### config.mk
export PLATFORM = sky130hd
export DESIGN_NAME = adc_seq
export DESIGN_NICKNAME = d
export VERILOG_FILES = /design/src/rtl/adc_seq_pkg.sv /design/src/rtl/adc_seq_engine.sv /design/src/rtl/adc_seq_regs.sv /design/src/rtl/adc_seq.sv
export SDC_FILE = /design/constraint.sdc
export NUM_CORES = 1
export LEC_CHECK = 0
export BUFFER_PORTS_ARGS = -buffer_cell sky130_fd_sc_hd__buf_2
export CAP_MARGIN = 5
export CORE_ASPECT_RATIO = 0.6
export CORE_UTILIZATION = 62
export CTS_CLUSTER_DIAMETER = 100
export DETAILED_ROUTE_END_ITERATION = 6
export PLACE_DENSITY = 0.82
export SYNTH_ARGS = -nofsm -noshare
export SYNTH_HDL_FRONTEND = slang
export SYNTH_SLANG_ARGS = --single-unit
export TNS_END_PERCENT = 20
### constraint.sdc
create_clock -name clk -period 4.2 [get_ports clk]
set_clock_uncertainty 0.05 [all_clocks]
set_input_delay 0.63 -clock clk [delete_from_list [all_inputs] [get_ports clk]]
set_output_delay 0.63 -clock clk [all_outputs]
set_load 0.02 [all_outputs]
### src/rtl/adc_seq_pkg.sv
package adc_seq_pkg;
  // register port geometry
  localparam int unsigned ADDR_W = 3;
  localparam logic [ADDR_W-1:0] ADDR_CTRL = 3'd0;
  localparam logic [ADDR_W-1:0] ADDR_STAT = 3'd1;
  localparam logic [ADDR_W-1:0] ADDR_RES0 = 3'd4;

  // control field positions; the group field follows B_GRP_LO
  localparam int unsigned B_START  = 0;
  localparam int unsigned B_SCAN   = 1;
  localparam int unsigned B_GRP_LO = 2;

  // status field positions
  localparam int unsigned B_DONE = 0;
  localparam int unsigned B_IEN  = 1;
endpackage

### src/rtl/adc_seq_engine.sv
module adc_seq_engine
  import adc_seq_pkg::*;
#(
  parameter int NUM_CH   = 4,
  parameter int RES_BITS = 10,
  localparam int CH_W    = $clog2(NUM_CH)
) (
  input  logic                clk,
  input  logic                rst_n,
  input  logic                launch,
  input  logic [CH_W-1:0]     first_ch,
  input  logic                abort,
  input  logic                active,
  input  logic                scan,
  input  logic [CH_W-1:0]     grp,
  input  logic                cmp_in,
  output logic [CH_W-1:0]     chan,
  output logic [RES_BITS-1:0] dac_code,
  output logic                sample,
  output logic                wb,
  output logic                wb_last,
  output logic [RES_BITS-1:0] wb_data
);
  localparam int STEPS  = RES_BITS + 2;
  localparam int STEP_W = $clog2(STEPS);
  localparam logic [STEP_W-1:0] STEP_LAST = STEP_W'(STEPS - 1);

  logic [STEP_W-1:0]   step_q;
  logic [RES_BITS-1:0] sar_q;
  logic [CH_W-1:0]     chan_q;
  logic [RES_BITS-1:0] trial_mask;

  // one trial bit per decision step: step 1 tests the top bit
  for (genvar gi = 0; gi < RES_BITS; gi++) begin : g_mask
    assign trial_mask[gi] = active && (step_q == STEP_W'(RES_BITS - gi));
  end

  assign dac_code = sar_q | trial_mask;
  assign sample   = active && (step_q == '0);
  assign wb       = active && (step_q == STEP_LAST) && !abort;
  assign wb_last  = wb && (!scan || (chan_q == grp));
  assign wb_data  = sar_q;
  assign chan     = chan_q;

  always_ff @(posedge clk or negedge rst_n) begin
    if (!rst_n) begin
      step_q <= '0;
      sar_q  <= '0;
      chan_q <= '0;
    end else if (launch) begin
      step_q <= '0;
      sar_q  <= '0;
      chan_q <= first_ch;
    end else if (abort) begin
      step_q <= '0;
    end else if (active) begin
      if (step_q == STEP_LAST) begin
        step_q <= '0;
        sar_q  <= '0;
        if (!wb_last) chan_q <= chan_q + 1'b1;
        else if (scan) chan_q <= '0;
      end else begin
        step_q <= step_q + 1'b1;
        if (cmp_in) sar_q <= sar_q | trial_mask;
      end
    end
  end

  // the selected input does not move inside its slot
  p_chan_hold_r6: assert property (@(posedge clk) disable iff (!rst_n)
    (active && (step_q != STEP_LAST) && !abort) |=> $stable(chan_q));

  // a finished scan pass wraps back to input 0
  p_scan_wrap_r7: assert property (@(posedge clk) disable iff (!rst_n)
    (wb_last && scan) |=> (chan_q == '0));

  // the step counter never leaves its slot range
  p_step_range_r11: assert property (@(posedge clk) disable iff (!rst_n)
    step_q <= STEP_LAST);
endmodule

### src/rtl/adc_seq_regs.sv
module adc_seq_regs
  import adc_seq_pkg::*;
#(
  parameter int NUM_CH   = 4,
  parameter int RES_BITS = 10,
  localparam int CH_W    = $clog2(NUM_CH),
  localparam int WR_W    = B_GRP_LO + CH_W + 1
) (
  input  logic                clk,
  input  logic                rst_n,
  input  logic                wr,
  input  logic [ADDR_W-1:0]   addr,
  input  logic [WR_W-1:0]     wdata,
  output logic [RES_BITS-1:0] rdata,
  input  logic                timer_trig,
  input  logic                ext_trig,
  input  logic                wb,
  input  logic                wb_last,
  input  logic [CH_W-1:0]     wb_ch,
  input  logic [RES_BITS-1:0] wb_data,
  output logic                active,
  output logic                scan,
  output logic [CH_W-1:0]     grp,
  output logic                launch,
  output logic [CH_W-1:0]     first_ch,
  output logic                abort,
  output logic                irq
);
  localparam int B_TRIG = B_GRP_LO + CH_W;

  logic                               start_q, scan_q, trig_q, done_q, ien_q;
  logic [CH_W-1:0]                    grp_q;
  logic [NUM_CH-1:0][RES_BITS-1:0]    res_q;
  logic                               ctrl_wr, stat_wr, hw_go;
  logic [ADDR_W-1:0]                  res_idx;

  assign ctrl_wr = wr && (addr == ADDR_CTRL);
  assign stat_wr = wr && (addr == ADDR_STAT);
  assign hw_go   = scan_q && trig_q && (timer_trig || ext_trig);

  assign launch   = !start_q && (ctrl_wr ? wdata[B_START] : hw_go);
  assign abort    = start_q && ctrl_wr && !wdata[B_START];
  assign first_ch = (ctrl_wr && !wdata[B_SCAN]) ? wdata[B_GRP_LO +: CH_W] : '0;

  assign active = start_q;
  assign scan   = scan_q;
  assign grp    = grp_q;
  assign irq    = done_q && ien_q;

  always_ff @(posedge clk or negedge rst_n) begin
    if (!rst_n) begin
      start_q <= 1'b0;
      scan_q  <= 1'b0;
      trig_q  <= 1'b0;
      grp_q   <= '0;
    end else begin
      if (ctrl_wr && !start_q) begin
        scan_q <= wdata[B_SCAN];
        grp_q  <= wdata[B_GRP_LO +: CH_W];
        trig_q <= wdata[B_TRIG];
      end
      if (launch) start_q <= 1'b1;
      else if (abort) start_q <= 1'b0;
      else if (wb_last && !scan_q) start_q <= 1'b0;
    end
  end

  always_ff @(posedge clk or negedge rst_n) begin
    if (!rst_n) begin
      done_q <= 1'b0;
      ien_q  <= 1'b0;
    end else begin
      if (stat_wr) ien_q <= wdata[B_IEN];
      if (wb_last) done_q <= 1'b1;
      else if (stat_wr && !wdata[B_DONE]) done_q <= 1'b0;
    end
  end

  always_ff @(posedge clk or negedge rst_n) begin
    if (!rst_n) begin
      res_q <= '0;
    end else begin
      for (int i = 0; i < NUM_CH; i++) begin
        if (wb && (wb_ch == CH_W'(i))) res_q[i] <= wb_data;
      end
    end
  end

  assign res_idx = addr - ADDR_RES0;

  always_comb begin
    rdata = '0;
    if (addr == ADDR_CTRL) begin
      rdata[B_START]             = start_q;
      rdata[B_SCAN]              = scan_q;
      rdata[B_GRP_LO +: CH_W]    = grp_q;
      rdata[B_TRIG]              = trig_q;
    end else if (addr == ADDR_STAT) begin
      rdata[B_DONE] = done_q;
      rdata[B_IEN]  = ien_q;
    end else if ((addr >= ADDR_RES0) && (res_idx < ADDR_W'(NUM_CH))) begin
      rdata = res_q[res_idx[CH_W-1:0]];
    end
  end

  // single mode drops the busy bit after its only write-back
  p_start_clear_r2: assert property (@(posedge clk) disable iff (!rst_n)
    (start_q && !scan_q && wb_last) |=> !start_q);

  // completion sets the flag
  p_done_set_r4: assert property (@(posedge clk) disable iff (!rst_n)
    wb_last |=> done_q);

  // only an explicit zero write clears the flag
  p_done_hold_r4: assert property (@(posedge clk) disable iff (!rst_n)
    (done_q && !(stat_wr && !wdata[B_DONE])) |=> done_q);

  // a stop leaves the block idle with results untouched
  p_abort_idle_r8: assert property (@(posedge clk) disable iff (!rst_n)
    abort |=> (!start_q && $stable(res_q) && ($past(done_q) == done_q)));

  // in single mode only a control write can start the block
  p_trig_single_r9: assert property (@(posedge clk) disable iff (!rst_n)
    (!start_q && !scan_q && !ctrl_wr) |=> !start_q);

  // configuration fields are frozen while busy
  p_fields_frozen_r10: assert property (@(posedge clk) disable iff (!rst_n)
    start_q |=> ($stable(scan_q) && $stable(grp_q) && $stable(trig_q)));
endmodule

### src/rtl/adc_seq.sv
module adc_seq
  import adc_seq_pkg::*;
#(
  parameter int NUM_CH   = 4,
  parameter int RES_BITS = 10,
  localparam int CH_W    = $clog2(NUM_CH),
  localparam int WR_W    = B_GRP_LO + CH_W + 1
) (
  input  logic                clk,
  input  logic                rst_n,
  input  logic                reg_wr,
  input  logic [ADDR_W-1:0]   reg_addr,
  input  logic [WR_W-1:0]     reg_wdata,
  output logic [RES_BITS-1:0] reg_rdata,
  input  logic                timer_trig,
  input  logic                ext_trig,
  input  logic                cmp_in,
  output logic [CH_W-1:0]     mux_sel,
  output logic [RES_BITS-1:0] dac_code,
  output logic                sample,
  output logic                irq
);
  logic                active, scan, launch, abort, wb, wb_last;
  logic [CH_W-1:0]     grp, first_ch, chan;
  logic [RES_BITS-1:0] wb_data;

  adc_seq_regs #(.NUM_CH(NUM_CH), .RES_BITS(RES_BITS)) u_regs (
    .clk        (clk),
    .rst_n      (rst_n),
    .wr         (reg_wr),
    .addr       (reg_addr),
    .wdata      (reg_wdata),
    .rdata      (reg_rdata),
    .timer_trig (timer_trig),
    .ext_trig   (ext_trig),
    .wb         (wb),
    .wb_last    (wb_last),
    .wb_ch      (chan),
    .wb_data    (wb_data),
    .active     (active),
    .scan       (scan),
    .grp        (grp),
    .launch     (launch),
    .first_ch   (first_ch),
    .abort      (abort),
    .irq        (irq)
  );

  adc_seq_engine #(.NUM_CH(NUM_CH), .RES_BITS(RES_BITS)) u_engine (
    .clk      (clk),
    .rst_n    (rst_n),
    .launch   (launch),
    .first_ch (first_ch),
    .abort    (abort),
    .active   (active),
    .scan     (scan),
    .grp      (grp),
    .cmp_in   (cmp_in),
    .chan     (chan),
    .dac_code (dac_code),
    .sample   (sample),
    .wb       (wb),
    .wb_last  (wb_last),
    .wb_data  (wb_data)
  );

  assign mux_sel = chan;
endmodule

==> Word-level counts from Yosys, hierarchy flattened <==
Index checks and enable logic that the tools add are counted.
{ "op_classes": {"add_sub_neg": 3, "mul": 0, "div": 0, "order_cmp": 3, "n_eq_ne": 18, "n_shift": 0, "mux": 29, "bitwise_logic": 1, "reduce_logical": 49} }
{ "op_table": {"columns": ["operator", "count"], "rows": [
  ["10-bit 2-to-1 mux", 7],
  ["1-bit logical AND", 31],
  ["10-bit binary-select mux with 2-bit select", 1],
  ["4-bit by 3-bit equality test with 1-bit output, second input constant", 4],
  ["4-bit equality test, second input constant", 4],
  ["2-bit 2-to-1 mux", 8],
  ["4-bit 2-to-1 mux", 4],
  ["5-bit 2-to-1 mux", 2],
  ["10-bit bitwise OR", 1],
  ["3-bit nonzero test", 3],
  ["4-bit by 2-bit equality test with 1-bit output, second input constant", 2],
  ["8-bit 2-to-1 mux", 1],
  ["1-bit 2-to-1 mux", 6],
  ["2-bit nonzero test", 3],
  ["1-bit zero test", 5],
  ["4-bit by 1-bit adder with 4-bit output, second input constant", 1],
  ["2-bit equality test, second input constant", 2],
  ["4-bit by 1-bit equality test with 1-bit output, second input constant", 1],
  ["4-bit zero test", 1],
  ["4-bit AND reduction", 1],
  ["3-bit by 1-bit equality test with 1-bit output, second input constant", 1],
  ["3-bit >= comparator, second input constant", 1],
  ["3-bit zero test", 1],
  ["2-bit by 3-bit less-than comparator with 1-bit output, second input constant", 1],
  ["10 further kinds", 11]
]} }
{ "totals": {"regBits": 63, "latchBits": 0, "ram_bits": 0, "rom_bits": 0, "in_bits": 14, "out_inout_bits": 24, "elab_cells": 116, "n_memories": 0} }

==> Longest topological paths before layout <==
Gate-level depths: netlist (run 1).
{ "depth": {"depth_word": 12, "mapped_depth": 7, "ltp_nobuf": 5} }

==> Modules after synthesis <==
From an unflattened synthesis (run 1), not the netlist that was laid out.
{ "hier_totals": {"cells_unflattened": 258, "hier_area_um2": 3248.1} }
{ "modules_own_cells": {"columns": ["module", "instances", "cells_per_inst", "area_each_um2"], "rows": [
  ["adc_seq_regs", 1, 158, 2267.2],
  ["adc_seq_engine", 1, 100, 980.9]
]} }

==> Worst setup path after synthesis (run 1) <==
Ideal clock, no wire load.
{ "synth_path": {"kind": "input to output", "start": "in reg_addr[0]", "end": "out reg_rdata[2]", "arrival_time_ps": 1787, "setup_slack_ps": 1733, "cell_stages": 5, "path_buffers": 2, "cell_sequence": "buf_6 buf_2 mux4_2 nand2_1 o21ai_0"} }
{ "synth_via": {"elab_chain_cells": 6} }
{ "synth_rtl": {"columns": ["element", "line_no", "source"], "rows": [
  ["start: declaration", "adc_seq.sv:12", "input logic [ADDR_W-1:0] reg_addr,"],
  ["3-bit subtractor", "adc_seq_regs.sv:89", "assign res_idx = addr - ADDR_RES0;"],
  ["3-bit less-than comparator or 10-bit binary-select mux with 2-bit select (tied branches)", "adc_seq_regs.sv:101, adc_seq_regs.sv:102", null],
  ["1-bit logical AND or 10-bit 2-to-1 mux (tied branches)", "adc_seq_regs.sv:101, adc_seq_regs.sv:102", null],
  ["10-bit 2-to-1 mux", "adc_seq_regs.sv:101", "end else if ((addr >= ADDR_RES0) && (res_idx < ADDR_W'(NUM_CH))) begin"],
  ["8-bit 2-to-1 mux", "adc_seq_regs.sv:98", "end else if (addr == ADDR_STAT) begin"],
  ["5-bit 2-to-1 mux (*)", "adc_seq_regs.sv:93", "if (addr == ADDR_CTRL) begin"],
  ["end: declaration", "adc_seq.sv:14", "output logic [RES_BITS-1:0] reg_rdata,"]
]} }
Mark *: on every way between the ends. The rest lies on a longest branch, timed or not. The select of a mux whose other input is x is not followed.

==> Final worst setup path (run 1) <==
{ "layout_path": {"start": "reg u_regs.start_q, in the netlist u_regs.active", "end": "reg u_regs.res_q[4] (netlist name)"} }
{ "layout_via": {"elab_chain_cells": 5} }
{ "layout_rtl": {"columns": ["element", "line_no", "source"], "rows": [
  ["start: declaration", "adc_seq_regs.sv:31", "logic start_q, scan_q, trig_q, done_q, ien_q;"],
  ["start signal: assignment", "adc_seq_regs.sv:52", "start_q <= 1'b0;"],
  ["start signal: assignment", "adc_seq_regs.sv:62", "if (launch) start_q <= 1'b1;"],
  ["start signal: assignment", "adc_seq_regs.sv:63", "else if (abort) start_q <= 1'b0;"],
  ["1-bit logical AND (2 in a row)", "adc_seq_regs.sv:42", "assign abort = start_q && ctrl_wr && !wdata[B_START];"],
  ["1-bit zero test", "adc_seq_engine.sv:40", "assign wb = active && (step_q == STEP_LAST) && !abort;"],
  ["1-bit logical AND (*)", "adc_seq_engine.sv:40", null],
  ["1-bit logical AND (*)", "adc_seq_regs.sv:84", "if (wb && (wb_ch == CH_W'(i))) res_q[i] <= wb_data;"],
  ["end signal: indexed assignment", "adc_seq_regs.sv:84", null],
  ["end: declaration", "adc_seq_regs.sv:33", "logic [NUM_CH-1:0][RES_BITS-1:0] res_q;"]
]} }
Mark *: on every way between the ends. The rest lies on a longest branch, timed or not.
A chain may end at the register's enable or synchronous reset.

==> results.sh, run 1 <==
export IMPL_ir_drop_v=0.000381
export IMPL_io_pins=38
export IMPL_critPathKind="reg2reg"
export IMPL_p_leak_nw=1.83
export IMPL_setup_tns_ns=0
export IMPL_die_area_um2=5400
export IMPL_worstSetupStartpointType="register"
export IMPL_yosysUniqueCellTypes=39
export IMPL_ctsRootBufferMaster="clkbuf_8"
export IMPL_slew_headroom=0.459
export IMPL_fp_dieH_um=57.3
export IMPL_crit_arrival_ns=2.98
export IMPL_wl_per_cell_um=21.1
export IMPL_coreArea_um2=4730
export IMPL_initial_core_util=0.668
export IMPL_timing_final_crit_share=0.668
export IMPL_layout_drive_gt1_share=0.381
export IMPL_fin_area_um2=3610
export IMPL_antenna_found_initial=0
export IMPL_async_flop_share=1.00
export IMPL_seq_area_frac_synth=0.499
export IMPL_clock_fmax_ghz=0.357
export IMPL_synth_warnings=0
export IMPL_place_hpwl_mm=4.91
export IMPL_antennaDiodeCount=0
export IMPL_p_per_area_nw_per_um2=621
export IMPL_synth_edf_count=0
export IMPL_maxCapViolCount=0
export IMPL_setup_viol=0
export IMPL_status="completed"
export IMPL_gp_congestion=0.834
export IMPL_clk_latency_ns=0.35
export IMPL_avgSynthCellArea_um2=13.0
export IMPL_power_share_sequential=0.413
export IMPL_drtPass1Iterations=4
export IMPL_cts_tree="built"
export IMPL_ys_flop_type="dfrtp_1"
export IMPL_period_needed_ns=2.80
export IMPL_cts_hold_buf=0
export IMPL_drc=0
export IMPL_rr_startpoint="u_regs.active$_DFFE_PN0P_"
export IMPL_synth_seq_cells=63
export IMPL_r2r_slack_ns=1.40
export IMPL_die_width_um=94.2
export IMPL_io_buffers=37
export IMPL_ant_nets=0
export IMPL_grt_pass1_vias=2231
export IMPL_rows=19
export IMPL_synthToLayoutAreaGrowth_pct=14.0
export IMPL_p_sw_mw=0.838
export IMPL_cp_required_ns=4.38
export IMPL_r2r_end="u_regs.res_q[4]$_DFFE_PN0P_"
export IMPL_first_iter_violations=162
export IMPL_cp_endpoint="u_regs.res_q[4]$_DFFE_PN0P_"
export IMPL_path_max_fanout=25
export IMPL_cts_buffers=9
export IMPL_rsz0062_at_grt="false"
export IMPL_placed_cell_area_um2=3370
export IMPL_clk_pin_slew_ns=0.07
export IMPL_via_per_inst=6.40
export IMPL_synth_net_count=266
export IMPL_grt_overflow=0
export IMPL_worst_hold_path_type="in2async"
export IMPL_internal_power_mw=1.40
export IMPL_num_vias=2253
export IMPL_cts_buffer_depth=2
export IMPL_grt_pass1_wl_mm=12.0
export IMPL_cp_end_kind="register"
export IMPL_drv_slew=0
export IMPL_nNetsFinal=306
export IMPL_combPwrFrac=0.317
export IMPL_cts_resized=0
export IMPL_htreeDepth=3
export IMPL_clkPwrFrac=0.269
export IMPL_hold_violations=0
export IMPL_synth_area_um2=3160
export IMPL_post_cts_buffers=0
export IMPL_switching_share=0.374
export IMPL_wirelength_mm=7.42
export IMPL_clkSinkCount=63
export IMPL_grt_start_max_net_pins=35
export IMPL_tightestPinTransition_ns=0.812
export IMPL_grtUsageTotal=0.312
export IMPL_syn_inst=244
export IMPL_critPathLaunch="u_regs.active$_DFFE_PN0P_"
export IMPL_ff2ff_path_depth=4
==> layout by cell type, fill, tap and decap left out, drive strengths merged, types with 3 or more instances in the layout <==
cell type and instances:
and2 6, mux4 10, buf 38, inv 16, o2bb2ai 10, o22ai 3, dfrtp 63, a31oi 10
nor2 7, o211ai 3, nand2 11, ha 8, clkbuf 11, mux2 47, o21ai 7, a22o 4
nand3 3, a21oi 3
==> metal layers <==
metal	up-vias	track usage	wire length [um]
met1	1148	0.461	3440
li1	1005	-	-
met4	0	0.114	143
met5	-	0	0
met2	84	0.436	3310
met3	16	0.0973	527
==> worst min path at each step <==
stage | end | startpoint | cells after the start | slack, ns
final | u_regs.res_q[7]$_DFFE_PN0P_ | rst_n | 1 | 0.29
after global routing | u_regs.res_q[12]$_DFFE_PN0P_ | rst_n | 1 | 0.35
after floorplan | u_engine.chan[0]$_DFFE_PN0P_ | rst_n | 0 | 0.28
after global placement | u_regs.res_q[39]$_DFFE_PN0P_ | u_regs.res_q[39]$_DFFE_PN0P_ | 1 | 0.43
after CTS | u_regs.res_q[7]$_DFFE_PN0P_ | rst_n | 1 | 0.30
after detailed placement | u_regs.res_q[28]$_DFFE_PN0P_ | u_regs.res_q[28]$_DFFE_PN0P_ | 1 | 0.44
==> registers in the layout, summed over array words and instances, names as in the netlist <==
signal and count:
u_regs.active 1, u_regs.scan 1, u_regs.res_q 40, u_regs.trig_q 1, u_engine.step_q 4, u_regs.done_q 1, u_engine.chan 2, u_regs.grp 2
u_engine.wb_data 10, u_regs.ien_q 1
==> worst max-delay path, cell delays in order, from the launching register on <==
cell,delay (ns)
dfrtp_1,0.87
nand4b_1,0.40
a21oi_1,0.46
nand2_1,0.47
mux2_2,0.42
==> power groups by stage <==
| stage | registers [mW] | clock network, mW | logic, mW |
|---|---|---|---|
| after floorplan | 0.864 | 0 | 0.519 |
| after global placement | 0.915 | 0 | 0.677 |
| after detailed placement | 0.926 | 0 | 0.692 |
| after CTS | 0.919 | 0.612 | 0.711 |
| after global routing | 0.944 | 0.640 | 0.772 |
| final | 0.926 | 0.603 | 0.711 |
==> layout make-up <==
class	count	area, um2
flip-flops and latches	63	1580
fillers	320	1120
inverters	16	60.1
well taps	63	78.8
repair buffers	38	193
multi-input cells	156	1470
clock inverters	5	80.1
clock buffers	11	151
==> cell families (layout without fill, tap and decap cells) <==
family,after synthesis,in the layout,share of synthesized area
flip-flops,63,63,0.499
multiplexers,58,58,0.249
buffers and inverters,25,70,0.0376
XOR/XNOR,2,2,0.00554
adder cells (fa/ha/maj),8,8,0.0317
AO/OA/AOI/OAI,51,51,0.116
AND/OR/NAND/NOR,37,37,0.0609
==> synth_stat cells (2+ instances only) <==
cell type | number | area, um2
and2_1 | 6 | 37.5
a221oi_1 | 2 | 17.5
a21o_1 | 2 | 15.0
xnor2_1 | 2 | 17.5
mux4_2 | 7 | 158
a31oi_1 | 10 | 62.6
o2bb2ai_1 | 10 | 87.6
a21oi_1 | 3 | 15.0
nand3_1 | 3 | 15.0
nor2b_1 | 2 | 12.5
o211ai_1 | 3 | 22.5
buf_1 | 2 | 7.51
o22ai_1 | 3 | 18.8
a22o_1 | 4 | 35.0
buf_2 | 2 | 10.0
mux4_1 | 3 | 78.8
buf_6 | 3 | 33.8
a21boi_0 | 2 | 15.0
nor2_1 | 7 | 26.3
mux2_2 | 47 | 529
inv_1 | 16 | 60.1
a2bb2oi_1 | 2 | 17.5
dfrtp_1 | 63 | 1580
ha_1 | 8 | 100
nand2_1 | 11 | 41.3
o21ai_0 | 7 | 35.0
clkbuf_1 | 2 | 7.51
==> metrics by stage <==
| step | setup slack (ns) | power (mW) | hold WS (ns) | utilization | std cells |
|---|---|---|---|---|---|
| floorplan | 1.73 | 1.38 | 0.284 | - | 244 |
| global placement | 1.50 | 1.59 | 0.432 | 0.713 | 336 |
| detailed placement | 1.48 | 1.62 | 0.440 | 0.713 | 336 |
| CTS | 1.47 | 2.24 | 0.304 | 0.762 | 352 |
| global route | 1.25 | 2.36 | 0.347 | 0.762 | 352 |
| finish | 1.40 | 2.24 | 0.293 | 0.762 | 352 |
Note: power is estimated with default switching activity, not from simulation.
==> run 2: changes to the inputs <==
--- a/config.mk
+++ b/config.mk
@@ -8,10 +8,10 @@
 export BUFFER_PORTS_ARGS = -buffer_cell sky130_fd_sc_hd__buf_2
 export CAP_MARGIN = 5
 export CORE_ASPECT_RATIO = 0.6
-export CORE_UTILIZATION = 62
+export CORE_UTILIZATION = 52
 export CTS_CLUSTER_DIAMETER = 100
 export DETAILED_ROUTE_END_ITERATION = 6
-export PLACE_DENSITY = 0.82
+export PLACE_DENSITY = 0.73
 export SYNTH_ARGS = -nofsm -noshare
 export SYNTH_HDL_FRONTEND = slang
 export SYNTH_SLANG_ARGS = --single-unit
==> constraint.sdc (replaced) <==
create_clock -name clk -period 2.3 [get_ports clk]
set_clock_uncertainty 0.05 [all_clocks]
set_input_delay 0.345 -clock clk [delete_from_list [all_inputs] [get_ports clk]]
set_output_delay 0.345 -clock clk [all_outputs]
set_load 0.02 [all_outputs]
==> run 2 against run 1 <==
Total power rose by 83%. Via count is 1.1% lower. Non-clock buffer count grew 16. Highest routed layer unchanged.
==> results.sh, run 2 (synthesis results as in run 1) <==
export IMPL_crit_arrival_ns=1.70
export IMPL_worst_hold_path_type="in2reg"
export IMPL_ctsRootBufferMaster="clkbuf_8"
export IMPL_worstSetupStartpointType="input port"
export IMPL_cp_required_ns=1.90
export IMPL_coreArea_um2=5730
export IMPL_cts_buffer_depth=2
export IMPL_dpl_cell_count=368
export IMPL_nNetsFinal=322
export IMPL_fp_dieH_um=62.4
export IMPL_rsz0062_at_grt="false"
export IMPL_holdWs_ns=0.199
export IMPL_io_buffers=37
export IMPL_synthToLayoutAreaGrowth_pct=20.5
export IMPL_cts_buffers=9
export IMPL_ff2ff_path_depth=6
export IMPL_num_vias=2228
export IMPL_antennaDiodeCount=0
export IMPL_grt_pass1_wl_mm=11.7
export IMPL_r2r_end="u_regs.res_q[36]$_DFFE_PN0P_"
export IMPL_p_leak_nw=1.94
export IMPL_wl_per_cell_um=17.9
export IMPL_grtUsageTotal=0.253
export IMPL_grt_start_max_net_pins=64
export IMPL_final_common_cell="dfrtp_1"
export IMPL_setup_viol=0
export IMPL_die_area_um2=6410
export IMPL_maxCapViolCount=0
export IMPL_worstHoldPathCells=2
export IMPL_total_power_mw=4.10
export IMPL_critPathLaunch="reg_addr[0]"
export IMPL_hold_path_end="u_regs.trig_q$_DFFE_PN0P_"
export IMPL_cts_tree="built"
export IMPL_final_cell_mix="63 x dfrtp_1, 47 x mux2_2, 37 x buf_2, 16 x inv_1, 12 x clkbuf_8"
export IMPL_critPathKind="in2out"
export IMPL_rows=21
export IMPL_via_per_inst=5.80
export IMPL_clock_fmax_ghz=0.478
export IMPL_status="completed"
export IMPL_grt_pass1_vias=2240
export IMPL_first_iter_violations=92
export IMPL_timing_final_crit_share=0.909
export IMPL_r2r_slack_ns=0.35
export IMPL_slew_headroom=0.699
export IMPL_top_register="u_regs.res_q"
export IMPL_ant_nets=0
export IMPL_place_hpwl_mm=4.84
export IMPL_num_fill_cells=460
export IMPL_wirelength_mm=6.87
export IMPL_hold_violations=0
export IMPL_clk_pin_slew_ns=0.06
export IMPL_post_cts_buffers=0
export IMPL_finalNonFillerCells=384
export IMPL_path_max_fanout=12
export IMPL_die_width_um=103
export IMPL_ff_latch_area_um2=1580
export IMPL_cp_end_kind="output pin"
export IMPL_rr_startpoint="u_engine.step_q[1]$_DFFE_PN0P_"
export IMPL_setup_tns_ns=0
export IMPL_cts_hold_buf=1
export IMPL_layout_drive_gt1_share=0.408
export IMPL_drc=0
export IMPL_drv_slew=0
export IMPL_gp_congestion=0.797
export IMPL_tightestPinTransition_ns=0.450
export IMPL_cts_resized=0
export IMPL_period_needed_ns=2.09
export IMPL_multiInputGateArea_um2=1470
export IMPL_drtPass1Iterations=4
export IMPL_clkSinkCount=63
export IMPL_clk_latency_ns=0.34
export IMPL_p_per_area_nw_per_um2=1080
export IMPL_io_pins=38
export IMPL_ir_drop_v=0.000596
export IMPL_grt_overflow=0
export IMPL_largest_reg_flops=40
export IMPL_hp_start="reg_wdata[4]"
export IMPL_htreeDepth=3
export IMPL_initial_core_util=0.552
export IMPL_antenna_found_initial=0
## run 2: cell type report
type | count | area share
inverter | 16 | 0.0158
sequential | 63 | 0.414
tap | 80 | 0.0263
multi-input combinational | 156 | 0.385
clock inverter | 3 | 0.0171
clock buffer | 12 | 0.0433
timing repair buffer | 54 | 0.0991
## run 2: routing by layer
| layer | wire, um | track usage |
|---|---|---|
| met5 | 0 | 0 |
| met4 | 45 | 0.0946 |
| met3 | 353 | 0.0872 |
| met2 | 3060 | 0.338 |
| met1 | 3410 | 0.376 |
## run 2: worst max-delay path, cell delays in order
cell and delay [ns]:
buf_2 0.28, buf_4 0.24, mux4_2 0.50, and2_1 0.17, buf_2 0.15
## run 2: worst max path at each step
stage | slack (ns) | end | depth (start not counted)
final | 0.21 | reg_rdata[7] | 5
after detailed placement | 0.14 | u_engine.wb_data[9]$_DFFE_PN0P_ | 5
after floorplan | 0.39 | u_engine.wb_data[0]$_DFFE_PN0P_ | 7
after global placement | 0.20 | u_engine.wb_data[4]$_DFFE_PN0P_ | 5
after CTS | 0.20 | reg_rdata[7] | 5
after global routing | 0.12 | reg_rdata[7] | 5
## run 2: metrics by stage
| step | utilization | area, um2 | setup slack [ns] |
|---|---|---|---|
| 6_report | 0.665 | 3810 | 0.209 |
| 5_1_grt | 0.665 | 3810 | 0.122 |
| 4_1_cts | 0.665 | 3810 | 0.204 |
| 3_5_place_dp | 0.623 | 3570 | 0.141 |
| 3_3_place_gp | 0.623 | 3570 | 0.196 |
| 2_1_floorplan | - | 3160 | 0.391 |
## run 2: where the power goes
| group | switching (mW) | internal [mW] |
|---|---|---|
| registers | 0.282 | 1.35 |
| clock network | 0.406 | 0.691 |
| logic | 0.777 | 0.591 |
==> run 3: changes to the inputs <==
--- a/config.mk
+++ b/config.mk
@@ -8,10 +8,11 @@
 export BUFFER_PORTS_ARGS = -buffer_cell sky130_fd_sc_hd__buf_2
 export CAP_MARGIN = 5
 export CORE_ASPECT_RATIO = 0.6
-export CORE_UTILIZATION = 52
+export CORE_UTILIZATION = 54
+export CTS_BUF_LIST = sky130_fd_sc_hd__clkbuf_4
 export CTS_CLUSTER_DIAMETER = 100
 export DETAILED_ROUTE_END_ITERATION = 6
-export PLACE_DENSITY = 0.73
+export PLACE_DENSITY = 0.76
 export SYNTH_ARGS = -nofsm -noshare
 export SYNTH_HDL_FRONTEND = slang
 export SYNTH_SLANG_ARGS = --single-unit
==> run 3 against run 2 <==
Combinational power about the same. Total power down 7.8%. Clock power down 31%. Global-route usage up 1.1 points. Sequential cell count unchanged. Die area down 3.6%. Worst hold slack worse by 0.069 ns. Register-to-register slack about the same. Final area down 2.7%. Critical path depth down 2.
==> results.sh, run 3 (synthesis results as in run 1) <==
export IMPL_grtUsageTotal=0.264
export IMPL_worstPathCellList="mux4_1, a22o_1, buf_2"
export IMPL_cts_tree="built"
export IMPL_cp_required_ns=1.90
export IMPL_setup_tns_ns=0
export IMPL_drtPass1Iterations=4
export IMPL_gp_congestion=0.839
export IMPL_ant_nets=0
export IMPL_worstSetupStartpointType="register"
export IMPL_fp_dieH_um=61.3
export IMPL_crit_cells=3
export IMPL_ff2ff_path_depth=6
export IMPL_wl_met1_mm=3.46
export IMPL_via_per_inst=6.01
export IMPL_clk_latency_ns=0.40
export IMPL_cp_slowest_cell="mux4_1"
export IMPL_rows=21
export IMPL_worst_hold_path_type="in2reg"
export IMPL_clk_pin_slew_ns=0.10
export IMPL_clkSinkCount=63
export IMPL_p_per_area_nw_per_um2=1020
export IMPL_die_area_um2=6180
export IMPL_fin_area_um2=3710
export IMPL_path_max_fanout=2
export IMPL_htreeDepth=3
export IMPL_num_vias=2308
export IMPL_grt_overflow=0
export IMPL_top_register="u_regs.res_q"
export IMPL_path_buf_inv=1
export IMPL_slew_headroom=0.662
export IMPL_wl_met2_mm=3.20
export IMPL_synthToLayoutAreaGrowth_pct=17.3
export IMPL_layout_drive_gt1_share=0.405
export IMPL_critPathLaunch="u_regs.res_q[21]$_DFFE_PN0P_"
export IMPL_wl_met3_um=536
export IMPL_grt_pass1_vias=2180
export IMPL_io_pins=38
export IMPL_timing_final_crit_share=0.933
export IMPL_drc=0
export IMPL_r2r_end="u_regs.res_q[38]$_DFFE_PN0P_"
export IMPL_final_cell_mix="63 x dfrtp_1, 47 x mux2_2, 37 x buf_2, 16 x inv_1, 12 x clkbuf_4"
export IMPL_post_cts_buffers=0
export IMPL_coreArea_um2=5600
export IMPL_cp_slowest_stage_delay_ns=0.54
export IMPL_clock_fmax_ghz=0.466
export IMPL_antenna_found_initial=0
export IMPL_crit_arrival_ns=1.75
export IMPL_grt_start_max_net_pins=44
export IMPL_nNetsFinal=321
export IMPL_ctsRootBufferMaster="clkbuf_4"
export IMPL_wl_per_cell_um=18.9
export IMPL_cts_buffers=9
export IMPL_period_needed_ns=2.14
export IMPL_critPathKind="reg2out"
export IMPL_wirelength_mm=7.27
export IMPL_cts_resized=0
export IMPL_hold_violations=0
export IMPL_p_leak_nw=1.90
export IMPL_die_width_um=101
export IMPL_final_common_cell="dfrtp_1"
export IMPL_r2r_slack_ns=0.36
export IMPL_maxCapViolCount=0
export IMPL_largest_reg_flops=40
export IMPL_io_buffers=37
export IMPL_critical_path_top_delay_family="multiplexers"
export IMPL_place_hpwl_mm=5.18
export IMPL_num_fill_cells=435
export IMPL_multiInputGateArea_um2=1470
export IMPL_placed_cell_area_um2=3560
export IMPL_cts_buffer_depth=2
export IMPL_antennaDiodeCount=0
export IMPL_status="completed"
export IMPL_rsz0062_at_grt="false"
export IMPL_ff_latch_area_um2=1580
export IMPL_initial_core_util=0.565
export IMPL_first_iter_violations=149
export IMPL_drv_slew=0
export IMPL_highest_layer="met4"
export IMPL_setup_viol=0
export IMPL_rr_startpoint="u_engine.step_q[1]$_DFFE_PN0P_"
export IMPL_cp_endpoint="reg_rdata[1]"
export IMPL_grt_pass1_wl_mm=11.7
export IMPL_tightestPinTransition_ns=0.502
export IMPL_ir_drop_v=0.000621
export IMPL_cp_end_kind="output pin"
==> run 3: power breakdown <==
part | leakage, nW | switching, mW | internal, mW | total [mW]
combinational | 0.974 | 0.787 | 0.590 | 1.38
clock | 0.0750 | 0.393 | 0.364 | 0.757
sequential | 0.847 | 0.295 | 1.35 | 1.64
total | 1.90 | 1.48 | 2.30 | 3.78
==> run 3: cell type report <==
cell class / instances / area share
Clock buffer: 12 / 0.0243
Multi-Input combinational cell: 156 / 0.395
Clock inverter: 4 / 0.0125
Sequential cell: 63 / 0.425
Tap cell: 80 / 0.0270
Timing Repair Buffer: 53 / 0.0998
Inverter: 16 / 0.0162
==> run 3: worst min path at each step <==
| stage | startpoint | end | cells past startpoint |
|---|---|---|---|
| CTS | reg_wdata[4] | u_regs.trig_q$_DFFE_PN0P_ | 2 |
| finish | reg_wdata[4] | u_regs.trig_q$_DFFE_PN0P_ | 2 |
| detailed placement | rst_n | u_engine.chan[0]$_DFFE_PN0P_ | 1 |
| floorplan | rst_n | u_engine.chan[0]$_DFFE_PN0P_ | 0 |
| global placement | rst_n | u_engine.chan[1]$_DFFE_PN0P_ | 1 |
| global route | reg_wdata[4] | u_regs.trig_q$_DFFE_PN0P_ | 2 |
==> run 3: repair_timing <==
action / CTS / global route
hold buffers: 1 / 0
endpoints found under the setup margin: 0 / 0
hold endpoints to repair: 20 / 0
==> run 3: routing by layer <==
metal / vias to the layer above / track usage
met5: - / 0
met4: 0 / 0.0538
met3: 11 / 0.0692
met2: 86 / 0.379
met1: 1173 / 0.406
li1: 1038 / -
==> run 3: per-stage QoR <==
stage / hold slack (ns) / utilization / cells / worst slack [ns] / power [mW]
2_1_floorplan: -0.000591 / - / 244 / 0.391 / 2.53
3_3_place_gp: 0.287 / 0.637 / 367 / 0.181 / 2.98
5_1_grt: 0.106 / 0.663 / 384 / 0.0674 / 4.01
3_5_place_dp: 0.292 / 0.637 / 367 / 0.124 / 3.03
6_report: 0.131 / 0.663 / 384 / 0.155 / 3.78
4_1_cts: 0.113 / 0.663 / 384 / 0.126 / 3.79
